**src/rtl/blackclamp_pkg.sv**
```systemverilog
package blackclamp_pkg;

    localparam int ADC_W   = 10;
    localparam int FRAC_W  = 2;
    localparam int LVL_W   = 8;
    localparam int DAC_W   = 10;
    localparam int CNT_W   = 12;
    localparam int GAIN_W  = 3;
    localparam int RATE_W  = 2;

    localparam int ERR_W   = ADC_W + FRAC_W + 1;
    localparam int SUM_W   = ERR_W + CNT_W;
    localparam int WIDE_W  = ((ERR_W > DAC_W) ? ERR_W : DAC_W) + 2;
    localparam int WCNT_W  = (2 ** RATE_W) - 1;
    localparam int CTR_W   = $clog2(SUM_W);
    localparam int DAC_MAX = (2 ** DAC_W) - 1;

    typedef logic signed [ERR_W-1:0]  err_t;
    typedef logic signed [SUM_W-1:0]  sum_t;
    typedef logic signed [WIDE_W-1:0] wide_t;
    typedef logic [CNT_W-1:0]         cnt_t;
    typedef logic [DAC_W-1:0]         dac_t;

    typedef struct packed {
        logic valid;
        sum_t sum;
        cnt_t cnt;
    } period_t;

    typedef enum logic [1:0] {
        DIV_IDLE = 2'd0,
        DIV_RUN  = 2'd1,
        DIV_DONE = 2'd2
    } div_state_e;

    function automatic err_t pixel_error(logic [ADC_W-1:0] s, logic [LVL_W-1:0] t);
        err_t scaled;
        err_t target;
        scaled = err_t'({1'b0, s, {FRAC_W{1'b0}}});
        target = err_t'({{(ERR_W-LVL_W){1'b0}}, t});
        return scaled - target;
    endfunction

    function automatic dac_t level_to_dac(logic [LVL_W-1:0] t);
        return dac_t'({{(DAC_W-LVL_W){1'b0}}, t});
    endfunction

    function automatic dac_t clamp_to_dac(wide_t v);
        if (v < 0)
            return '0;
        else if (v > wide_t'(DAC_MAX))
            return dac_t'(DAC_MAX);
        else
            return v[DAC_W-1:0];
    endfunction

    function automatic logic [SUM_W-1:0] magnitude(sum_t v);
        return (v < 0) ? SUM_W'(-v) : SUM_W'(v);
    endfunction

endpackage

```
**src/rtl/bc_window_accum.sv**
```systemverilog
module bc_window_accum
    import blackclamp_pkg::*;
(
    input  logic              clk,
    input  logic              rst,
    input  logic              loop_en,
    input  logic              win_i,
    input  logic [ADC_W-1:0]  sample_i,
    input  logic [LVL_W-1:0]  level_i,
    input  logic [RATE_W-1:0] rate_i,
    output period_t           req_o
);

    logic              win_q;
    sum_t              sum_q;
    cnt_t              cnt_q;
    logic [WCNT_W-1:0] wcnt_q;
    logic [WCNT_W-1:0] last_idx;
    logic              end_evt;
    logic              last_win;
    err_t              px_err;

    always_comb begin
        last_idx = '0;
        for (int b = 0; b < WCNT_W; b++) begin
            if (b < int'(rate_i))
                last_idx[b] = 1'b1;
        end
    end

    assign px_err   = pixel_error(sample_i, level_i);
    assign end_evt  = win_q && !win_i && loop_en;
    assign last_win = (wcnt_q == last_idx);

    always_ff @(posedge clk) begin
        if (rst)
            win_q <= 1'b0;
        else
            win_q <= win_i;
    end

    always_ff @(posedge clk) begin
        if (rst || !loop_en) begin
            sum_q  <= '0;
            cnt_q  <= '0;
            wcnt_q <= '0;
            req_o  <= '0;
        end else begin
            req_o.valid <= 1'b0;
            if (win_i) begin
                sum_q <= sum_q + sum_t'(px_err);
                cnt_q <= cnt_q + cnt_t'(1);
            end else if (end_evt) begin
                if (last_win) begin
                    req_o.valid <= 1'b1;
                    req_o.sum   <= sum_q;
                    req_o.cnt   <= cnt_q;
                    sum_q       <= '0;
                    cnt_q       <= '0;
                    wcnt_q      <= '0;
                end else begin
                    wcnt_q <= wcnt_q + WCNT_W'(1);
                end
            end
        end
    end

    // pixel count frozen outside the window
    assert_count_outside_window_R3: assert property (@(posedge clk) disable iff (rst)
        (loop_en && !win_i && !end_evt) |=> $stable(cnt_q));

    // a request never follows a cycle with the loop off
    assert_no_request_when_off_R2: assert property (@(posedge clk) disable iff (rst)
        !loop_en |=> !req_o.valid);

endmodule

```
**src/rtl/bc_seq_divider.sv**
```systemverilog
module bc_seq_divider
    import blackclamp_pkg::*;
(
    input  logic    clk,
    input  logic    rst,
    input  logic    abort_i,
    input  period_t req_i,
    output logic    done_o,
    output err_t    mean_o
);

    div_state_e        st_q;
    logic [SUM_W-1:0]  dvd_q;
    logic [CNT_W-1:0]  rem_q;
    cnt_t              dsr_q;
    logic              neg_q;
    logic [CTR_W-1:0]  ctr_q;
    logic [CNT_W:0]    rem_sh;
    logic              qbit;
    logic [CNT_W:0]    rem_next;
    logic [SUM_W-1:0]  q_full;

    assign rem_sh   = {rem_q, dvd_q[SUM_W-1]};
    assign qbit     = (rem_sh >= {1'b0, dsr_q});
    assign rem_next = qbit ? (rem_sh - {1'b0, dsr_q}) : rem_sh;
    assign q_full   = neg_q ? (~dvd_q + SUM_W'(1)) : dvd_q;
    assign mean_o   = err_t'(q_full[ERR_W-1:0]);
    assign done_o   = (st_q == DIV_DONE);

    always_ff @(posedge clk) begin
        if (rst || abort_i) begin
            st_q  <= DIV_IDLE;
            dvd_q <= '0;
            rem_q <= '0;
            dsr_q <= '0;
            neg_q <= 1'b0;
            ctr_q <= '0;
        end else begin
            unique case (st_q)
                DIV_IDLE: begin
                    if (req_i.valid && (req_i.cnt != '0)) begin
                        dvd_q <= magnitude(req_i.sum);
                        neg_q <= (req_i.sum < 0);
                        dsr_q <= req_i.cnt;
                        rem_q <= '0;
                        ctr_q <= '0;
                        st_q  <= DIV_RUN;
                    end
                end
                DIV_RUN: begin
                    rem_q <= rem_next[CNT_W-1:0];
                    dvd_q <= {dvd_q[SUM_W-2:0], qbit};
                    ctr_q <= ctr_q + CTR_W'(1);
                    if (ctr_q == CTR_W'(SUM_W - 1))
                        st_q <= DIV_DONE;
                end
                DIV_DONE: st_q <= DIV_IDLE;
                default:  st_q <= DIV_IDLE;
            endcase
        end
    end

    // an empty period never starts a division
    assert_empty_period_skipped_R8: assert property (@(posedge clk) disable iff (rst)
        (st_q == DIV_IDLE && req_i.valid && req_i.cnt == '0 && !abort_i) |=> (st_q == DIV_IDLE));

    // result is a single-cycle pulse
    assert_done_single_pulse_R4: assert property (@(posedge clk) disable iff (rst)
        done_o |=> !done_o);

    // remainder always below divisor while running
    assert_remainder_bound_R4: assert property (@(posedge clk) disable iff (rst)
        (st_q == DIV_RUN) |-> ({1'b0, rem_q} < {1'b0, dsr_q}));

endmodule

```
**src/rtl/bc_correction.sv**
```systemverilog
module bc_correction
    import blackclamp_pkg::*;
(
    input  logic              clk,
    input  logic              rst,
    input  logic              loop_en,
    input  logic [LVL_W-1:0]  level_i,
    input  logic [GAIN_W-1:0] gain_i,
    input  logic              done_i,
    input  err_t              mean_i,
    output dac_t              corr_o
);

    err_t  step;
    wide_t diff;

    assign step = mean_i >>> gain_i;
    assign diff = wide_t'({{(WIDE_W-DAC_W){1'b0}}, corr_o}) - wide_t'(step);

    always_ff @(posedge clk) begin
        if (rst)
            corr_o <= '0;
        else if (!loop_en)
            corr_o <= level_to_dac(level_i);
        else if (done_i)
            corr_o <= clamp_to_dac(diff);
    end

    // correction only moves on a commit while enabled
    assert_hold_between_commits_R4: assert property (@(posedge clk) disable iff (rst)
        (loop_en && !done_i) |=> $stable(corr_o));

    // disabled loop presents the static offset
    assert_static_offset_R2: assert property (@(posedge clk) disable iff (rst)
        !loop_en |=> (corr_o == level_to_dac($past(level_i))));

    // top rail holds under a raising step
    assert_top_rail_R6: assert property (@(posedge clk) disable iff (rst)
        (loop_en && done_i && corr_o == dac_t'(DAC_MAX) && mean_i < 0) |=> (corr_o == dac_t'(DAC_MAX)));

    // bottom rail holds under a lowering step
    assert_bottom_rail_R6: assert property (@(posedge clk) disable iff (rst)
        (loop_en && done_i && corr_o == '0 && mean_i > 0) |=> (corr_o == '0));

endmodule

```
**src/rtl/blackclamp_loop.sv**
```systemverilog
module blackclamp_loop
    import blackclamp_pkg::*;
(
    input  logic              clk,
    input  logic              rst,
    input  logic              clamp_win,
    input  logic [ADC_W-1:0]  adc_data,
    input  logic [LVL_W-1:0]  clamp_level,
    input  logic              loop_en,
    input  logic [RATE_W-1:0] rate_sel,
    input  logic [GAIN_W-1:0] loop_gain,
    output logic [DAC_W-1:0]  dac_code
);

    period_t period_req;
    logic    mean_done;
    err_t    mean_err;
    dac_t    corr;

    bc_window_accum u_accum (
        .clk      (clk),
        .rst      (rst),
        .loop_en  (loop_en),
        .win_i    (clamp_win),
        .sample_i (adc_data),
        .level_i  (clamp_level),
        .rate_i   (rate_sel),
        .req_o    (period_req)
    );

    bc_seq_divider u_div (
        .clk     (clk),
        .rst     (rst),
        .abort_i (!loop_en),
        .req_i   (period_req),
        .done_o  (mean_done),
        .mean_o  (mean_err)
    );

    bc_correction u_corr (
        .clk     (clk),
        .rst     (rst),
        .loop_en (loop_en),
        .level_i (clamp_level),
        .gain_i  (loop_gain),
        .done_i  (mean_done),
        .mean_i  (mean_err),
        .corr_o  (corr)
    );

    assign dac_code = corr;

    // reset state visible at the output
    assert_reset_zero_R1: assert property (@(posedge clk)
        $past(rst) |-> (dac_code == '0));

endmodule

```
**config.mk**
```make
export PLATFORM = sky130hd
export DESIGN_NAME = blackclamp_loop
export DESIGN_NICKNAME = d
export VERILOG_FILES = /design/src/rtl/blackclamp_pkg.sv /design/src/rtl/bc_window_accum.sv /design/src/rtl/bc_seq_divider.sv /design/src/rtl/bc_correction.sv /design/src/rtl/blackclamp_loop.sv
export SDC_FILE = /design/constraint.sdc
export NUM_CORES = 1
export LEC_CHECK = 0
export BUFFER_PORTS_ARGS = -buffer_cell sky130_fd_sc_hd__buf_4
export CORE_MARGIN = 2
export CORE_UTILIZATION = 68
export CTS_CLUSTER_SIZE = 8
export DETAILED_ROUTE_END_ITERATION = 8
export PLACE_DENSITY = 0.85
export SETUP_SLACK_MARGIN = 0.05
export SLEW_MARGIN = 20
export SYNTH_ARGS = -nofsm -noshare
export SYNTH_HDL_FRONTEND = slang
export SYNTH_SLANG_ARGS = --single-unit
```
**constraint.sdc**
```tcl
create_clock -name clk -period 9.1 [get_ports clk]
set_input_delay 0.91 -clock clk [delete_from_list [all_inputs] [get_ports clk]]
set_output_delay 0.91 -clock clk [all_outputs]
set_load 0.005 [all_outputs]
```
Word level (Yosys, flattened, before mapping)
Index checks and enable logic that the tools add are counted.
{"block": "word_totals", "output_inout_bits": 10, "ff_bits": 146, "wordCells": 89, "inputBits": 27}
{"block": "classes", "muxes": 27, "n_eq_ne": 7, "bitwise_logic": 4, "addsub": 9, "n_reduce_logical": 19, "shift": 1, "n_lt_le_gt_ge": 7}
{"op": "$mux W25", "n": 5}
{"op": "$mux W12", "n": 5}
{"op": "$pmux W25 S2", "n": 1}
{"op": "$mux W38", "n": 1}
{"op": "$add A25 B13 Y25", "n": 1}
{"op": "$lt A25 B1 Y1 const B", "n": 1}
{"op": "$neg A25 Y25", "n": 1}
{"op": "$pmux W12 S2", "n": 1}
{"op": "$mux W10", "n": 2}
{"op": "$mux W8", "n": 2}
{"op": "$gt A14 B11 Y1 const B", "n": 1}
{"op": "$lt A14 B1 Y1 const B", "n": 1}
{"op": "$sub A11 B13 Y14", "n": 1}
{"op": "$add A13 B1 Y13 const B", "n": 1}
{"op": "$ge A13 B12 Y1", "n": 1}
{"op": "$mux W13", "n": 1}
{"op": "$not A13 Y13", "n": 1}
{"op": "$sshr A13 B3 Y13", "n": 1}
{"op": "$sub A12 B8 Y13", "n": 1}
{"op": "$add A12 B1 Y12 const B", "n": 1}
{"op": "$reduce_bool A12 Y1", "n": 1}
{"op": "$sub A12 B12 Y12", "n": 1}
{"op": "$pmux W5 S2", "n": 1}
{"op": "$reduce_and A2 Y1", "n": 5}
{"op": "23 further kinds", "n": 36}

Depth between registers and ports, before layout
Gate-level depths: netlist (run 1).
{"block": "logic_depth", "word_depth": 10, "ltp_mapped": 21, "depth_no_buf": 20}

Cells and area by module
Synthesis (run 1) repeated with hierarchy kept, for this count alone.
{"block": "unflattened", "hier_cells": 1265, "hier_area_um2": 9882.0}
{"mod": "bc_window_accum", "instances": 1, "seq_area_each_um2": 1581.5, "cells_each": 601, "area_per_inst_um2": 4644.5}
{"mod": "bc_seq_divider", "instances": 1, "seq_area_each_um2": 1141.1, "cells_each": 487, "area_per_inst_um2": 3829.9}
{"mod": "bc_correction", "instances": 1, "seq_area_each_um2": 200.2, "cells_each": 176, "area_per_inst_um2": 1403.8}
{"mod": "blackclamp_loop", "instances": 1, "seq_area_each_um2": 0.0, "cells_each": 1, "area_per_inst_um2": 3.8}

Worst setup path before layout (run 1)
No wires, ideal clock.
{"block": "synth_path", "path_kind": "input-to-reg", "start": "input loop_gain[0]", "end": "register u_corr.corr_o[2]", "required_time_ns": 8.963, "n_path_buf": 3, "setup_slack_ns": 4.625, "cell_stages": 19, "setup_time_ns": 0.137, "arrival_ns": 4.338, "path_cell_list": "clkbuf_1 -> buf_1 -> clkbuf_1 -> nand3b_1 -> a21oi_1 -> a211oi_1 -> a211oi_1 -> a21oi_1 -> ha_1 -> fa_1 -> nand2b_1 -> a21oi_1 -> o21ai_0 -> a21oi_1 -> a31oi_1 -> a41oi_2 -> nor2_4 -> o311ai_1 -> a21oi_1"}
{"block": "synth_between", "elab_chain_len": 7, "elab_cells_between_ends": 8, "classes_between": "add/sub (1); order compare (2); shift (1); mux (4)"}
{"element": "from (decl)", "line_no": "blackclamp_loop.sv:11", "source": "input logic [GAIN_W-1:0] loop_gain,"}
{"element": "$sshr A13 B3 Y13 *", "line_no": "bc_correction.sv:17", "source": "assign step = mean_i >>> gain_i;"}
{"element": "$sub A11 B13 Y14 *", "line_no": "bc_correction.sv:18", "source": "assign diff = wide_t'({{(WIDE_W-DAC_W){1'b0}}, corr_o}) - wide_t'(step);"}
{"element": "$gt A14 B11 Y1", "line_no": "blackclamp_pkg.sv:51", "source": "else if (v > wide_t'(DAC_MAX))"}
{"element": "$mux W10", "line_no": "blackclamp_pkg.sv:51"}
{"element": "$mux W10 *", "line_no": "blackclamp_pkg.sv:49", "source": "if (v < 0)"}
{"element": "$mux W8 *", "line_no": "bc_correction.sv:25", "source": "else if (done_i)"}
{"element": "$mux W8 *", "line_no": "bc_correction.sv:23", "source": "else if (!loop_en)"}
{"element": "to (signal assigned)", "line_no": "bc_correction.sv:24", "source": "corr_o <= level_to_dac(level_i);"}
{"element": "to (signal assigned)", "line_no": "bc_correction.sv:26", "source": "corr_o <= clamp_to_dac(diff);"}
{"element": "to (decl)", "line_no": "bc_correction.sv:11", "source": "output dac_t corr_o"}
Mark *: on every way between the ends. The rest lies on a longest branch, timed or not. The select of a mux whose other input is x is not followed.
A chain may end at the register's enable or synchronous reset.

Final worst setup path (run 1)
{"block": "layout_path", "start": "register u_div.dvd_q[3]", "end": "register u_corr.corr_o[3]"}
{"block": "layout_between", "elab_chain_len": 10, "elab_cells_between_ends": 11, "classes_between": "add/sub (2); order compare (2); shift (1); mux (5); bitwise (1)"}
{"element": "from (decl)", "line_no": "bc_seq_divider.sv:13", "source": "logic [SUM_W-1:0] dvd_q;"}
{"element": "from (signal assigned)", "line_no": "bc_seq_divider.sv:42", "source": "dvd_q <= magnitude(req_i.sum);"}
{"element": "from (signal assigned)", "line_no": "bc_seq_divider.sv:52", "source": "dvd_q <= {dvd_q[SUM_W-2:0], qbit};"}
{"element": "$not A13 Y13", "line_no": "bc_seq_divider.sv:26", "source": "assign q_full = neg_q ? (~dvd_q + SUM_W'(1)) : dvd_q;"}
{"element": "$add A13 B1 Y13", "line_no": "bc_seq_divider.sv:26"}
{"element": "$mux W13 *", "line_no": "bc_seq_divider.sv:26"}
{"element": "$sshr A13 B3 Y13 *", "line_no": "bc_correction.sv:17"}
{"element": "$sub A11 B13 Y14 *", "line_no": "bc_correction.sv:18"}
{"element": "$gt A14 B11 Y1", "line_no": "blackclamp_pkg.sv:51"}
{"element": "$mux W10", "line_no": "blackclamp_pkg.sv:51"}
{"element": "$mux W10 *", "line_no": "blackclamp_pkg.sv:49"}
{"element": "$mux W8 *", "line_no": "bc_correction.sv:25"}
{"element": "$mux W8 *", "line_no": "bc_correction.sv:23"}
Marks and branches as above.

==> results of run 1 <==
## final cells by class
cell class | count | area, um^2
clock inverter | 11 | 150.1
clock buffer | 20 | 466.7
fill | 1012 | 3312
sequential | 146 | 2923
tap | 180 | 225.2
multi-input combinational | 989 | 6163
inverter | 52 | 195.2
timing repair buffer | 45 | 337.8
## cell families (layout without fill, tap and decap cells)
family | Yosys count | in the layout | share of synthesized area (%)
AO/OA/AOI/OAI | 368 | 368 | 24.00
adder cells (fa/ha/maj) | 62 | 62 | 8.377
multiplexers | 35 | 35 | 4.005
XOR/XNOR | 68 | 68 | 6.329
AND/OR/NAND/NOR | 456 | 456 | 21.78
buffers and inverters | 119 | 128 | 4.832
flip-flops | 146 | 146 | 30.67
## metrics by stage
step / cell area [um^2] / util (%) / worst slack, ns
4_1_cts: 10460 / 75.95 / 4.303
6_report: 10460 / 75.95 / 4.181
3_3_place_gp: 9844 / 71.48 / 4.037
3_5_place_dp: 9844 / 71.48 / 3.954
5_1_grt: 10460 / 75.95 / 3.725
2_1_floorplan: 9529 / - / 4.625
## power by group
part	internal, mW	switching [mW]
Sequential	0.648	0.00893
Combinational	0.0869	0.113
Clock	0.453	0.278
## critical path: cells and delay by family (launching register included)
family          cells  cell delay [ns]
flops               1             0.42
xor+xnor            1             0.71
simple gates        5             1.16
mux                 1             0.26
compound gates      9             2.00
fa+ha+maj           1             0.28
## how the worst min path moves through the flow
stage                         start               to  slack, ns  cells past startpoint
floorplan           u_div.dsr_q[10]  u_div.dsr_q[10]       0.44                      2
global placement     u_div.dsr_q[8]   u_div.dsr_q[8]       0.44                      2
detailed placement   u_div.dsr_q[4]   u_div.dsr_q[4]       0.45                      2
CTS                  u_div.dsr_q[4]   u_div.dsr_q[4]       0.46                      2
global route         u_div.dsr_q[4]   u_div.dsr_q[4]       0.48                      2
finish               u_div.dsr_q[4]   u_div.dsr_q[4]       0.46                      2
## flip-flops by register name, summed over array words and instances (netlist names)
signal and cells:
u_accum.cnt_q 12, u_accum.win_q 1, u_div.dvd_q 25, u_corr.corr_o 10
u_accum.req_o 38, u_div.st_q 2, u_accum.sum_q 25, u_div.dsr_q 12
u_div.neg_q 1, u_div.ctr_q 5, u_div.rem_q 12, u_accum.wcnt_q 3
## cell usage after synthesis (4+ instances only)
cell type                    n  area share, %
sky130_fd_sc_hd__a211oi_1   11           0.87
sky130_fd_sc_hd__a21o_1     18            1.4
sky130_fd_sc_hd__a21oi_1   152            8.0
sky130_fd_sc_hd__a221oi_1    4           0.37
sky130_fd_sc_hd__a221oi_2    4           0.63
sky130_fd_sc_hd__a22oi_1    21            1.7
sky130_fd_sc_hd__a31oi_1    10           0.66
sky130_fd_sc_hd__a41oi_1     5           0.46
sky130_fd_sc_hd__and2_0      4           0.26
sky130_fd_sc_hd__and3_1     20            1.3
sky130_fd_sc_hd__clkbuf_1   62            2.4
sky130_fd_sc_hd__dfxtp_1   146             31
sky130_fd_sc_hd__ha_1       59            7.7
sky130_fd_sc_hd__inv_1      50            2.0
sky130_fd_sc_hd__mux2_2      5           0.59
sky130_fd_sc_hd__mux2i_1    28            2.9
sky130_fd_sc_hd__nand2_1   201            7.9
sky130_fd_sc_hd__nand2b_1   10           0.66
sky130_fd_sc_hd__nand3_1    23            1.2
sky130_fd_sc_hd__nand4_1     7           0.46
sky130_fd_sc_hd__nor2_1    103            4.1
sky130_fd_sc_hd__nor2b_1    12           0.79
sky130_fd_sc_hd__nor3_1     25            1.3
sky130_fd_sc_hd__nor3b_1     4           0.32
sky130_fd_sc_hd__nor4_1     10           0.66
sky130_fd_sc_hd__o211ai_1    6           0.47
sky130_fd_sc_hd__o21a_1     14            1.1
sky130_fd_sc_hd__o21ai_0    73            3.8
sky130_fd_sc_hd__o21bai_1    4           0.32
sky130_fd_sc_hd__o311ai_1    4           0.37
sky130_fd_sc_hd__o31ai_1    11           0.87
sky130_fd_sc_hd__or2_2       9           0.59
sky130_fd_sc_hd__or3_1       8           0.53
sky130_fd_sc_hd__or4_1       6           0.47
sky130_fd_sc_hd__xnor2_1    45            4.1
sky130_fd_sc_hd__xor2_1     22            2.0
## metal layers
layer  track usage, %  vias up  part of all wire (%)
met5                0        -                     0
met3            5.251       18                   3.7
met4            6.825        0                  0.88
met2            47.05      163                    46
met1            40.12     4123                    49
li1                 -     4451                     -
==> flow_metrics.env, run 1 <==
export IMPL_post_syn_area_mm2=0.009529
export IMPL_max_cap_violations=0
export IMPL_finalSetupViolCount=0
export IMPL_worst_slew_margin_rel_pct=32.81
export IMPL_finalNonFillerCells=1443
export IMPL_first_iter_violations=784
export IMPL_worst_setup_path_start_kind="flop"
export IMPL_power_leakage_nw=4.164
export IMPL_max_fclk_mhz=203.3
export IMPL_largest_fanout_on_the_critical_path=12
export IMPL_ys_ff_latch=146
export IMPL_floorplan_initialDensity_pct=69.19
export IMPL_worstPathCellList="or4_4, o41ai_2, xor2_1, nand2_1, o211ai_1, o21ai_0, mux2i_1, ha_1, o21a_1, nor2_1, nor2_1, o41ai_1, a21boi_0, o21ai_0, a21oi_1, nand2_1, a221oi_2"
export IMPL_die_area_mm2=0.01498
export IMPL_synth_edf_count=0
export IMPL_synthesis_yosys_warnings=0
export IMPL_die_width_um=122.4
export IMPL_routed_via_count=8755
export IMPL_cts_root_buf="sky130_fd_sc_hd__clkbuf_16"
export IMPL_grt_max_degree=85
export IMPL_port_buffer_cells=36
export IMPL_min_path_type="reg2reg"
export IMPL_clk_path_buf_depth=2
export IMPL_crit_path_max_incr_delay_ns=0.71
export IMPL_grt_pass1_vias=7768
export IMPL_layout_cells_most_common_list="201 x sky130_fd_sc_hd__nand2_1, 152 x sky130_fd_sc_hd__a21oi_1, 146 x sky130_fd_sc_hd__dfxtp_1"
export IMPL_clk_transition_reported_paths_ns=0.06
export IMPL_max_slew_violations=0
export IMPL_diodes_inserted=0
export IMPL_top_level_i_o_count=37
export IMPL_worst_r2r_endpoint="u_corr.corr_o[3]"
export IMPL_cts_inserted_buffers=17
export IMPL_core_area_mm2=0.01377
export IMPL_cts_hold_fix_buffers=0
export IMPL_grtUsageTotal_pct=28.99
export IMPL_postSynthCellCount=1254
export IMPL_final_power_mw=1.588
export IMPL_critical_path_required_ns=9.44
export IMPL_first_pass_grt_wire_length_mm=35.65
export IMPL_critPathKind="reg2reg"
export IMPL_cp_slowest_cell="sky130_fd_sc_hd__xor2_1"
export IMPL_synth_seq_area_share_pct=30.67
export IMPL_cts_num_sinks=146
export IMPL_synth_main_ff_cell="sky130_fd_sc_hd__dfxtp_1"
export IMPL_tightest_slew_ns=1.000
export IMPL_tns_ns=0
export IMPL_cp_arrival_ns=5.26
export IMPL_floorplan_rows=43
export IMPL_hpwlAfterDp_mm=15.01
export IMPL_timing_final_hold_violations=0
export IMPL_worst_clock_skew_ns=0.01039
export IMPL_r2r_setup_slack_ns=4.18
export IMPL_min_period_ns=4.919
export IMPL_finalWeightedCongestion=0.9165
export IMPL_area_growth_synth_to_final_pct=9.782
export IMPL_timing_critical_path_to="u_corr.corr_o[3]"
export IMPL_detail_route_wl_per_cell_um=14.91
export IMPL_dieHeight_um=122.4
export IMPL_syn_mean_instance_area_um2=7.599
export IMPL_tritoncts="done"
export IMPL_rsz0062_at_grt="no"
export IMPL_post_route_cells_drive_above_1_share_pct=8.868
export IMPL_run_status="finished clean"
export IMPL_most_frequent_standard_cell_in_the_layout_excluding_fill_and_tap_cells="sky130_fd_sc_hd__nand2_1"
export IMPL_endpoint_kind="flop"
export IMPL_dpl_cell_count=1412
export IMPL_power_density_over_the_cells_mw_per_mm2=151.8
export IMPL_ctsResizeCount=0
export IMPL_route_detailed_drc=0
export IMPL_timing_final_crit_share_pct=54.05
export IMPL_worst_r2r_cell_count=17
export IMPL_number_of_nets_at_the_end_of_the_flow=1340
export IMPL_synthDistinctLibCells=76
export IMPL_max_vdd_ir_drop_mv=0.1332
export IMPL_worst_hold_slack_ns=0.4637
export IMPL_rr_startpoint="u_div.dvd_q[3]"
export IMPL_worstSetupStartpoint="u_div.dvd_q[3]"
export IMPL_detailedRoute_firstPassIterationCount=5
export IMPL_routed_wl_mm=21.51
export IMPL_antenna_found_initial=0
export IMPL_ant_nets=0
export IMPL_synthesis_nets=1343
export IMPL_detailed_route_vias_per_instance=6.067
export IMPL_congestion_overflow_gr=0
export IMPL_htree_levels=4
export IMPL_ys_async_sr_fraction_pct=0
export IMPL_clkLatencyLatePin_ns=0.43
export IMPL_cts_repair_timing_setup_buffer_count=0
Power figures use the tool's default switching activity.
==> run 2: changes to the inputs <==
--- a/config.mk
+++ b/config.mk
@@ -7,10 +7,10 @@
 export LEC_CHECK = 0
 export BUFFER_PORTS_ARGS = -buffer_cell sky130_fd_sc_hd__buf_4
 export CORE_MARGIN = 2
-export CORE_UTILIZATION = 68
+export CORE_UTILIZATION = 57
 export CTS_CLUSTER_SIZE = 8
 export DETAILED_ROUTE_END_ITERATION = 8
-export PLACE_DENSITY = 0.85
+export PLACE_DENSITY = 0.75
 export SETUP_SLACK_MARGIN = 0.05
 export SLEW_MARGIN = 20
 export SYNTH_ARGS = -nofsm -noshare
==> constraint.sdc (replaced) <==
create_clock -name clk -period 4.1 [get_ports clk]
set_input_delay 0.41 -clock clk [delete_from_list [all_inputs] [get_ports clk]]
set_output_delay 0.41 -clock clk [all_outputs]
set_load 0.005 [all_outputs]
==> run 2 against run 1 <==
Fmax rose by 22%. Worst setup slack got worse by 4.1 ns. Via count rose by 1.4%. Critical path type unchanged. Largest power group unchanged.
==> flow_metrics.env, run 2 (synthesis results as in run 1) <==
export IMPL_ant_nets=0
export IMPL_grtUsageTotal_pct=25.38
export IMPL_worst_path_most_repeated_cell="sky130_fd_sc_hd__o21ai_2"
export IMPL_route_detailed_drc=0
export IMPL_min_period_ns=4.034
export IMPL_dieHeight_um=133.3
export IMPL_antenna_found_initial=0
export IMPL_htree_levels=4
export IMPL_most_frequent_standard_cell_in_the_layout_excluding_fill_and_tap_cells="sky130_fd_sc_hd__nand2_1"
export IMPL_crit_path_max_incr_delay_ns=0.57
export IMPL_grt_util_met1_pct=35.32
export IMPL_final_power_mw=3.533
export IMPL_dpl_cell_count=1497
export IMPL_worst_clock_skew_ns=0.007386
export IMPL_worst_r2r_cell_count=19
export IMPL_routed_via_count=8876
export IMPL_die_width_um=133.3
export IMPL_post_route_util_pct=67.33
export IMPL_power_density_over_the_cells_mw_per_mm2=318.7
export IMPL_cts_inserted_buffers=17
export IMPL_worst_slew_margin_rel_pct=33.07
export IMPL_timing_final_hold_violations=0
export IMPL_diodes_inserted=0
export IMPL_global_route_usage_met2_pct=41.09
export IMPL_cts_num_sinks=146
export IMPL_power_leakage_nw=4.460
export IMPL_post_route_cells_drive_above_1_share_pct=14.76
export IMPL_max_vdd_ir_drop_mv=0.3251
export IMPL_congestion_overflow_gr=0
export IMPL_first_iter_violations=573
export IMPL_floorplan_initialDensity_pct=57.87
export IMPL_timing_final_crit_share_pct=98.39
export IMPL_cts_root_buf="sky130_fd_sc_hd__clkbuf_16"
export IMPL_critPathKind="reg2reg"
export IMPL_layout_cells_most_common_list="201 x sky130_fd_sc_hd__nand2_1, 148 x sky130_fd_sc_hd__a21oi_1, 144 x sky130_fd_sc_hd__dfxtp_1"
export IMPL_hpwlAfterDp_mm=15.85
export IMPL_tightest_slew_ns=0.9962
export IMPL_largest_fanout_on_the_critical_path=5
export IMPL_area_growth_synth_to_final_pct=16.33
export IMPL_max_slew_violations=0
export IMPL_number_of_nets_at_the_end_of_the_flow=1397
export IMPL_min_path_type="in2reg"
export IMPL_tns_ns=0
export IMPL_detailed_route_vias_per_instance=5.760
export IMPL_critical_path_buf_inv_count=1
export IMPL_worstPathCellList="or4_4, nor2_4, a31oi_1, o22ai_1, a21oi_2, nand2_1, o21ai_2, mux2i_1, ha_1, nor2b_4, o21ai_2, a21oi_2, o41ai_2, a21boi_1, o21ai_2, mux2i_4, buf_6, o311ai_2, a21oi_1"
export IMPL_max_fclk_mhz=247.9
export IMPL_gr_usage_met3_pct=3.843
export IMPL_core_area_mm2=0.01647
export IMPL_critical_path_required_ns=4.46
export IMPL_cp_arrival_ns=4.40
export IMPL_clk_transition_reported_paths_ns=0.06
export IMPL_finalWeightedCongestion=0.9174
export IMPL_levels_on_crit_path=19
export IMPL_top_regs="u_accum.req_o: 38 flops, u_accum.sum_q: 25 flops, u_div.dvd_q: 25 flops"
export IMPL_tritoncts="done"
export IMPL_r2r_setup_slack_ns=0.07
export IMPL_grt_pass1_vias=8043
export IMPL_cp_slowest_cell="sky130_fd_sc_hd__or4_4"
export IMPL_run_status="finished clean"
export IMPL_first_pass_grt_wire_length_mm=37.83
export IMPL_grt_busiest_layer="met2"
export IMPL_top_level_i_o_count=37
export IMPL_clk_path_buf_depth=2
export IMPL_max_flop_register="u_accum.req_o"
export IMPL_endpoint_kind="flop"
export IMPL_die_area_mm2=0.01777
export IMPL_floorplan_rows=47
export IMPL_routed_wl_mm=22.55
export IMPL_detail_route_wl_per_cell_um=14.63
export IMPL_worst_setup_path_start_kind="flop"
export IMPL_placed_area_mm2=0.01024
export IMPL_storage_cell_area_mm2=0.002928
export IMPL_port_buffer_cells=36
export IMPL_finalNonFillerCells=1541
export IMPL_detailedRoute_firstPassIterationCount=5
export IMPL_rsz0062_at_grt="yes"
export IMPL_post_route_cell_area_mm2=0.01109
export IMPL_clkLatencyLatePin_ns=0.43
export IMPL_finalSetupViolCount=0
export IMPL_multi_input_comb_area_mm2=0.006316
export IMPL_max_cap_violations=0
export IMPL_final_fill_count=1393
export IMPL_worstHoldPathCells=2
export IMPL_grt_max_degree=72
export IMPL_number_of_flip_flops_in_the_largest_register=38
export IMPL_cpLargestDelayFamily="compound AO/OA/AOI/OAI gates"
[run 2: cell types whose count changed in the layout (fill, tap and decap cells not counted), sizes merged]
cell,delta
clkinvlp,+2
buf,+57
clkbuf,-1
bufinv,-1
clkinv,-1
inv,+2
[run 2: per-layer routing]
layer	vias to the layer above	share of wire (%)
li1	4572	-
met1	4123	49
met2	142	46
met3	39	3.1
met4	0	1.8
met5	-	0
[run 2: worst paths after layout]
path / start / endpoint
max: u_div.dvd_q[4] / u_corr.corr_o[4]
min reg2reg: u_div.dsr_q[4] / u_div.dsr_q[4]
min: rst / u_corr.corr_o[7]
max reg2reg: u_div.dvd_q[4] / u_corr.corr_o[4]
[run 2: final cells by class]
class	instances	share of cell area [%]
Multi-Input combinational cell	989	56.98
Sequential cell	146	26.41
Timing Repair Buffer	102	7.009
Clock buffer	19	3.995
Tap cell	220	2.483
Inverter	52	1.761
Clock inverter	13	1.366
[run 2: through the flow]
stage | hold slack [ns] | worst slack, ns
2_1_floorplan | 0.4363 | 0.1251
3_3_place_gp | 0.4439 | -0.08631
3_5_place_dp | 0.4475 | -0.1464
4_1_cts | 0.2361 | 0.08023
5_1_grt | 0.2597 | -0.1766
6_report | 0.2506 | 0.06596
[run 2: where the power goes]
part           internal [mW]  switching, mW
logic                  0.239          0.283
clock network          0.921          0.632
registers               1.44         0.0196
[run 2: what timing repair did]
action,in CTS,in global routing
resized for setup,14,28
buffers inserted,4,8
endpoints found under the setup margin,10,15
pin swaps,4,24
hold buffers,0,0
==> run 3: changes to the inputs <==
--- a/config.mk
+++ b/config.mk
@@ -7,10 +7,10 @@
 export LEC_CHECK = 0
 export BUFFER_PORTS_ARGS = -buffer_cell sky130_fd_sc_hd__buf_4
 export CORE_MARGIN = 2
-export CORE_UTILIZATION = 57
+export CORE_UTILIZATION = 68
 export CTS_CLUSTER_SIZE = 8
 export DETAILED_ROUTE_END_ITERATION = 8
-export PLACE_DENSITY = 0.75
+export PLACE_DENSITY = 0.85
 export SETUP_SLACK_MARGIN = 0.05
 export SLEW_MARGIN = 20
 export SYNTH_ARGS = -nofsm -noshare
==> constraint.sdc (replaced) <==
create_clock -name clk -period 5.2 [get_ports clk]
set_input_delay 0.52 -clock clk [delete_from_list [all_inputs] [get_ports clk]]
set_output_delay 0.52 -clock clk [all_outputs]
set_load 0.005 [all_outputs]
==> run 3 against run 2 <==
Largest cell class unchanged. Critical path depth fell by 1. Clock power fell by 20%. Die area fell by 16%. Largest power group unchanged. Fmax fell by 8.8%. Sequential share of layout area rose by 1.5 points. Combinational power fell by 33%. Final cell count fell by 6.2%. Design area fell by 5.6%. Sequential power fell by 21%.
==> flow_metrics.env, run 3 (synthesis results as in run 1) <==
export IMPL_worst_r2r_cell_count=18
export IMPL_max_vdd_ir_drop_mv=0.2372
export IMPL_worstSetupStartpoint="u_div.dvd_q[3]"
export IMPL_clk_path_buf_depth=2
export IMPL_finalWeightedCongestion=0.9136
export IMPL_floorplan_initialDensity_pct=69.19
export IMPL_critical_path_required_ns=5.53
export IMPL_timing_critical_path_to="u_corr.corr_o[3]"
export IMPL_die_width_um=122.4
export IMPL_hpwlAfterDp_mm=15.15
export IMPL_routed_wl_mm=21.90
export IMPL_run_status="finished clean"
export IMPL_number_of_flip_flops_in_the_largest_register=38
export IMPL_ctsResizeCount=0
export IMPL_final_fill_count=1065
export IMPL_floorplan_rows=43
export IMPL_crit_path_max_incr_delay_ns=0.59
export IMPL_top_regs="u_accum.req_o: 38 flops, u_accum.sum_q: 25 flops, u_div.dvd_q: 25 flops"
export IMPL_core_area_mm2=0.01377
export IMPL_worstPathCellList="or4_4, o41ai_2, xor2_1, buf_4, nand2_1, o211ai_1, o21ai_0, mux2i_1, ha_1, o21a_1, nor2_1, nor2_1, o41ai_1, a21boi_0, o21ai_1, mux2i_4, nor2_2, a221oi_2"
export IMPL_tns_ns=0
export IMPL_r2r_setup_slack_ns=0.77
export IMPL_diodes_inserted=0
export IMPL_timing_final_hold_violations=0
export IMPL_power_density_over_the_cells_mw_per_mm2=261.8
export IMPL_cts_num_sinks=146
export IMPL_area_growth_synth_to_final_pct=9.782
export IMPL_htree_levels=4
export IMPL_first_pass_grt_wire_length_mm=37.16
export IMPL_worst_clock_skew_ns=0.007123
export IMPL_die_area_mm2=0.01498
export IMPL_max_cap_violations=0
export IMPL_worstHoldPathCells=2
export IMPL_cts_inserted_buffers=17
export IMPL_first_iter_violations=707
export IMPL_layout_cells_most_common_list="201 x sky130_fd_sc_hd__nand2_1, 152 x sky130_fd_sc_hd__a21oi_1, 146 x sky130_fd_sc_hd__dfxtp_1"
export IMPL_finalSetupViolCount=0
export IMPL_rr_startpoint="u_div.dvd_q[3]"
export IMPL_routed_via_count=8818
export IMPL_port_buffer_cells=36
export IMPL_dieHeight_um=122.4
export IMPL_clkLatencyLatePin_ns=0.42
export IMPL_largest_fanout_on_the_critical_path=12
export IMPL_top_level_i_o_count=37
export IMPL_detail_route_wl_per_cell_um=15.14
export IMPL_rsz0062_at_grt="no"
export IMPL_timing_final_crit_share_pct=85.11
export IMPL_grt_pass1_vias=8025
export IMPL_most_frequent_standard_cell_in_the_layout_excluding_fill_and_tap_cells="sky130_fd_sc_hd__nand2_1"
export IMPL_tritoncts="done"
export IMPL_cts_root_buf="sky130_fd_sc_hd__clkbuf_16"
export IMPL_cp_slowest_cell="sky130_fd_sc_hd__or4_4"
export IMPL_detailedRoute_firstPassIterationCount=5
export IMPL_detailed_route_vias_per_instance=6.098
export IMPL_power_leakage_nw=4.171
export IMPL_cts_hold_fix_buffers=0
export IMPL_worst_path_most_repeated_cell="sky130_fd_sc_hd__nor2_1"
export IMPL_route_detailed_drc=0
export IMPL_max_flop_register="u_accum.req_o"
export IMPL_post_route_cells_drive_above_1_share_pct=8.847
export IMPL_cp_arrival_ns=4.75
export IMPL_critPathKind="reg2reg"
export IMPL_max_fclk_mhz=226.0
export IMPL_endpoint_kind="flop"
export IMPL_dpl_cell_count=1415
export IMPL_tightest_slew_ns=0.9964
export IMPL_worst_r2r_endpoint="u_corr.corr_o[3]"
export IMPL_finalNonFillerCells=1446
export IMPL_min_path_type="in2reg"
export IMPL_worst_slew_margin_rel_pct=33.06
export IMPL_antenna_found_initial=0
export IMPL_number_of_nets_at_the_end_of_the_flow=1343
export IMPL_max_slew_violations=0
export IMPL_clk_transition_reported_paths_ns=0.06
export IMPL_grt_max_degree=61
export IMPL_worst_setup_path_start_kind="flop"
export IMPL_ant_nets=0
export IMPL_grtUsageTotal_pct=30.28
export IMPL_congestion_overflow_gr=0
export IMPL_cts_repair_timing_setup_buffer_count=0
export IMPL_min_period_ns=4.425
==> run 3: layout make-up <==
| cell class | instances | area (um^2) | area share, % |
|---|---|---|---|
| Tap cell | 180 | 225.2 | 2.153 |
| Inverter | 52 | 195.2 | 1.866 |
| Clock buffer | 22 | 464.2 | 4.437 |
| Timing Repair Buffer | 48 | 360.3 | 3.445 |
| Multi-Input combinational cell | 989 | 6163 | 58.92 |
| Clock inverter | 9 | 130.1 | 1.244 |
| Sequential cell | 146 | 2923 | 27.94 |
==> run 3: worst max-delay path: cells and delay by family, from the launching register on <==
kind                     cells  cell delay (ns)
adder cells (fa/ha/maj)      1             0.31
AND/OR/NAND/NOR              5             0.97
AO/OA/AOI/OAI                8             1.56
multiplexers                 2             0.65
XOR/XNOR                     1             0.21
flip-flops                   1             0.43
buffers and inverters        1             0.21
==> run 3: per-layer routing <==
layer | GRT usage (%) | vias to the layer above | routed length, um
li1 | - | 4455 | -
met1 | 41.44 | 4073 | 10390
met2 | 48.72 | 251 | 10120
met3 | 5.994 | 39 | 1079
met4 | 8.405 | 0 | 306
met5 | 0 | - | 0
==> run 3: through the flow <==
step	utilization, %	worst slack [ns]	total power, mW	hold WS (ns)	cell area, um^2
final	75.95	0.7745	2.739	0.3749	10460
after global routing	75.95	0.3326	2.840	0.3744	10460
after CTS	75.95	0.8158	2.745	0.3594	10460
after detailed placement	71.64	0.7595	1.519	0.4496	9867
after global placement	71.64	0.8344	1.511	0.4429	9867
after floorplan	-	1.115	1.438	0.4363	9529
==> run 3: worst min-delay path by stage <==
stage                             to       startpoint  slack (ns)
floorplan            u_div.dsr_q[10]  u_div.dsr_q[10]        0.44
global placement      u_div.dsr_q[8]   u_div.dsr_q[8]        0.44
detailed placement    u_div.dsr_q[4]   u_div.dsr_q[4]        0.45
CTS                 u_corr.corr_o[7]              rst        0.36
global route        u_corr.corr_o[6]              rst        0.37
finish              u_corr.corr_o[7]              rst        0.37
==> run 3: power breakdown <==
part           switching [mW]  internal [mW]
Clock                   0.462          0.777
Combinational           0.197          0.152
Sequential             0.0165           1.13
